==> src/rtl/swap_bus_ctrl.sv <==
module swap_bus_ctrl #(
  parameter int WIDTH = 8
) (
  input  logic             clk,
  input  logic             rst,
  input  logic             start,
  input  logic             load,
  input  logic [WIDTH-1:0] load_r1,
  input  logic [WIDTH-1:0] load_r2,
  output logic [WIDTH-1:0] r1_q,
  output logic [WIDTH-1:0] r2_q,
  output logic [WIDTH-1:0] r3_q,
  output logic [1:0]       bus_sel,
  output logic [2:0]       ld_en,
  output logic             done
);

  logic y2, y1;
  logic y2_nx, y1_nx;
  logic idle;
  logic [WIDTH-1:0] bus;

  assign y2_nx = y2 ^ y1;
  assign y1_nx = (start & ~y2 & ~y1) | (y2 & ~y1);

  always_ff @(posedge clk) begin
    if (rst) begin
      y2 <= 1'b0;
      y1 <= 1'b0;
    end else begin
      y2 <= y2_nx;
      y1 <= y1_nx;
    end
  end

  assign idle     = ~y2 & ~y1;
  assign ld_en[2] = ~y2 &  y1;
  assign ld_en[1] =  y2 & ~y1;
  assign ld_en[0] =  y2 &  y1;
  assign done     = ld_en[0];
  assign bus_sel  = {y2 & y1, ~y2 & y1};

  always_comb begin
    case (bus_sel)
      2'b01:   bus = r2_q;
      2'b10:   bus = r3_q;
      default: bus = r1_q;
    endcase
  end

  always_ff @(posedge clk) begin
    if (rst) begin
      r1_q <= '0;
      r2_q <= '0;
      r3_q <= '0;
    end else begin
      if (idle && load)  r1_q <= load_r1;
      else if (ld_en[0]) r1_q <= bus;
      if (idle && load)  r2_q <= load_r2;
      else if (ld_en[1]) r2_q <= bus;
      if (ld_en[2])      r3_q <= bus;
    end
  end


  reset_idle_chk: assert property (@(posedge clk)
    rst |=> (ld_en == 3'b000 && bus_sel == 2'b00 && !done && r3_q == '0));


  start_step_chk: assert property (@(posedge clk) disable iff (rst)
    (ld_en == 3'b000 && start) |=> (ld_en == 3'b100 && bus_sel == 2'b01));


  second_step_chk: assert property (@(posedge clk) disable iff (rst)
    ld_en[2] |=> (ld_en == 3'b010 && bus_sel == 2'b00));


  third_step_chk: assert property (@(posedge clk) disable iff (rst)
    ld_en[1] |=> (ld_en == 3'b001 && bus_sel == 2'b10 && done));


  back_idle_chk: assert property (@(posedge clk) disable iff (rst)
    ld_en[0] |=> (ld_en == 3'b000));


  one_enable_chk: assert property (@(posedge clk) disable iff (rst)
    $onehot0(ld_en));


  stay_idle_chk: assert property (@(posedge clk) disable iff (rst)
    (ld_en == 3'b000 && !start) |=> (ld_en == 3'b000 && $stable(r3_q)));


  park_chk: assert property (@(posedge clk) disable iff (rst)
    ld_en[2] |=> (r3_q == $past(r2_q)));


  load_ignored_chk: assert property (@(posedge clk) disable iff (rst)
    (ld_en[2] || ld_en[0]) |=> $stable(r2_q));


  done_pulse_chk: assert property (@(posedge clk) disable iff (rst)
    done |=> !done);

endmodule

==> config.mk <==
export PLATFORM = sky130hd
export DESIGN_NAME = swap_bus_ctrl
export DESIGN_NICKNAME = d
export VERILOG_FILES = /design/src/rtl/swap_bus_ctrl.sv
export SDC_FILE = /design/constraint.sdc
export NUM_CORES = 1
export LEC_CHECK = 0
export BUFFER_PORTS_ARGS = -buffer_cell sky130_fd_sc_hd__buf_2
export CAP_MARGIN = 20
export CORE_ASPECT_RATIO = 1.4
export CORE_UTILIZATION = 47
export CTS_CLUSTER_SIZE = 25
export DETAILED_ROUTE_END_ITERATION = 8
export GPL_TIMING_DRIVEN = 0
export HOLD_SLACK_MARGIN = 0.03
export PLACE_DENSITY = 0.77
export SLEW_MARGIN = 30
export SYNTH_ARGS = -nofsm -noshare
export SYNTH_HDL_FRONTEND = slang
export SYNTH_SLANG_ARGS = --single-unit
==> constraint.sdc <==
create_clock -name clk -period 2.03 [get_ports clk]
set_input_delay 0.3045 -clock clk [delete_from_list [all_inputs] [get_ports clk]]
set_output_delay 0.3045 -clock clk [all_outputs]
set_load 0.1 [all_outputs]
==> impl_metrics.toml <==
[status]
outcome = "complete, no violations"

[routing]
drc = 0
drt_iter0_markers = 61
wire_per_inst_um = 15.95
vias_per_cell = 5.860
num_vias = 1295
finalWirelength_um = 3526
drtAntennaViolNets = 0
firstDrtPassIters = 4

[yosys]
synth-seq-cells = 26
syn-cell-area_sq_um = 1250
synthAdderAreaFrac_pct = 6.006
synth_area_leaders = "dfxtp_1, a31oi_1, a22o_1, nor2_1, ha_1"
synth_seq_area_share_pct = 41.64
synth_cell_types = 19
synth_top_family_by_area = "compound AO/OA/AOI/OAI gates"
yosysTopAreaCell = "dfxtp_1"
synth_cells = 134
synthSimpleGateAreaFrac_pct = 14.61
synth_xor_area_share_pct = 0
synth_top_area_share_pct = 41.64
synth_compound_area_share_pct = 30.93
avgSynthCellArea_sq_um = 9.328
synthMuxAreaShare_pct = 0
syn_nets = 160
ys_warn_count = 0

[clock_network]
insertion_delay_ps = 340
cts_max_level = 1
cts_buffers = 3
cts_root_buffer = "clkbuf_4"
ctsLongestPathBuffers = 2
cts_setup_buffers = 0
cts_tree = "done"
clock-sinks = 26
clk_pin_slew_worst_paths_ps = 140

[pwr]
p_switching_mw = 1.063
seqPwrFrac_pct = 32.7
leakagePower_nw = 0.7255
pwr-share-comb_pct = 53.8
switching_share_pct = 53.52
p_per_area_nw_per_um2 = 1251
max-vdd-ir-drop_uv = 684.4
internal_power_uw = 923.5
pwr-share-clk_pct = 13.5
power_mw = 1.987

[worst_setup_path]
cp_max_fo = 4
path_class = "flop to output pin"
worstPathRequired_ps = 1730
path_cells = "inv_1 -> ha_2 -> buf_4 -> buf_2"
worstPathArrival_ps = 1550
slowest_stage = "buf_2"
startpoint_type = "flop"
cpPeakStageDelay_ps = 410
critPathCaptureType = "output pin"

[sta]
worst_pin_slew_ps = 545.4
maxSlewViolCount = 0
holdWs_ps = 166.9
min_period_over_period_pct = 91.51
hold_viol_final = 0
fmax_mhz = 538.3
max_slew_margin_pct = 63.51
rsz0062_at_grt = "false"
final.min_clock_period_ps = 1858
tns_ps = 0
setup_viol = 0
fin_worst_skew_ps = 8.542

[final_layout]
syn_to_final_growth_pct = 27.03
finish.utilization_pct = 64.98
num-fill-cells = 217
mostFrequentLayoutCells = "buf_2, nor2_1, dfxtp_1"
layout-drive-gt1-share_pct = 41.71
final_common_cell = "buf_2"
num_antenna_cells = 0
finalNetCount = 214
stdcell_count = 221

[global_routing]
grt_overflow = 0
grt_first_pass_wirelength_um = 5292
grt_pass1_vias = 1155
grt_max_degree = 15
track_usage_pct = 24.94
antenna_found_initial = 0

[worst_hold_path]
hold_path_class = "input port to flop"

[placed_design]
gp_congestion = 0.8494
dp.final_hpwl_um = 2433
place_inst = 217
numPortBuffers = 49

[floorplan]
num_rows = 21
core-area_sq_um = 2444
die_h_um = 63.02
ios = 50
die_area_sq_um = 2873
die_x_um = 45.59
start_util_pct = 51.15

[job]
cap_violations = 0
## metal layers
| metal | global-route usage [%] | share of wire, % | up-vias |
|---|---|---|---|
| met5 | 0 | 0 | - |
| met4 | 10.98 | 2.6 | 0 |
| met3 | 2.890 | 4.8 | 11 |
| met2 | 38.75 | 50 | 56 |
| met1 | 33.39 | 43 | 612 |
| li1 | - | - | 616 |
## worst max-delay path: cells and delay by family, from the launching register on
family                     cells  cell delay, ps
DFF                            1             370
adders and majority gates      1             200
buffers and inverters          3             650
## cell usage after synthesis
| cell | n |
|---|---|
| a22o_2 | 4 |
| buf_6 | 1 |
| a311oi_1 | 8 |
| a22oi_1 | 8 |
| buf_1 | 1 |
| inv_1 | 2 |
| or3b_4 | 2 |
| dfxtp_1 | 26 |
| buf_4 | 4 |
| a31oi_1 | 17 |
| a22o_1 | 12 |
| a21oi_1 | 1 |
| clkbuf_1 | 6 |
| or3b_2 | 6 |
| buf_2 | 2 |
| ha_1 | 6 |
| nand2_1 | 1 |
| nor2_1 | 26 |
| nor2b_1 | 1 |
## power groups by stage
stage	clock network [mW]	logic (mW)	registers, mW
finish	0.269	1.07	0.650
global route	0.291	1.11	0.658
CTS	0.268	1.06	0.648
detailed placement	0	1.06	0.658
global placement	0	1.05	0.653
floorplan	0	0.389	1.16
## cell type report
type	instances	area [sq um]	area share, %
flip-flops and latches	26	520.5	32.78
clock buffers	4	36.28	2.285
plain buffers	14	80.08	5.043
well taps	34	42.54	2.679
repair buffers	49	245.2	15.45
inverters	2	7.507	0.4728
multi-input cells	92	655.6	41.29
## registers in the layout, indices dropped and copies added (netlist names)
name and count:
y1 1, y2 1, r1_q 8, r2_q 8
r3_q 8
## stage by stage
step,setup WS [ps],area [sq um]
after floorplan,107.4,1257
after global placement,60.03,1545
after detailed placement,37.24,1545
final,172.3,1588
after CTS,4.236,1582
after global routing,98.08,1588
## final timing paths
check,start,end,slack (ps),depth (start not counted)
worst max-delay path,y2$_SDFF_PP0_,ld_en[2],170,4
worst min register to register,r3_q[7]$_SDFFE_PP0P_,r3_q[7]$_SDFFE_PP0P_,510,2
worst min-delay path,load_r2[4],r2_q[4]$_SDFFE_PP0P_,170,2
worst max register to register,y2$_SDFF_PP0_,r1_q[1]$_SDFFE_PP0P_,170,5
## kinds of logic (layout without fill, tap and decap cells)
family,Yosys count,in the layout
AOI/OAI and AO/OA,50,50
and+or+nand+nor,36,36
DFF,26,26
buffers and inverters,16,69
adders and majority gates,6,6
## repair_timing
item	in CTS	in global routing
hold buffers	0	0
setup endpoints to repair	0	11
gates resized for setup	0	5
Power figures use the tool's default switching activity.
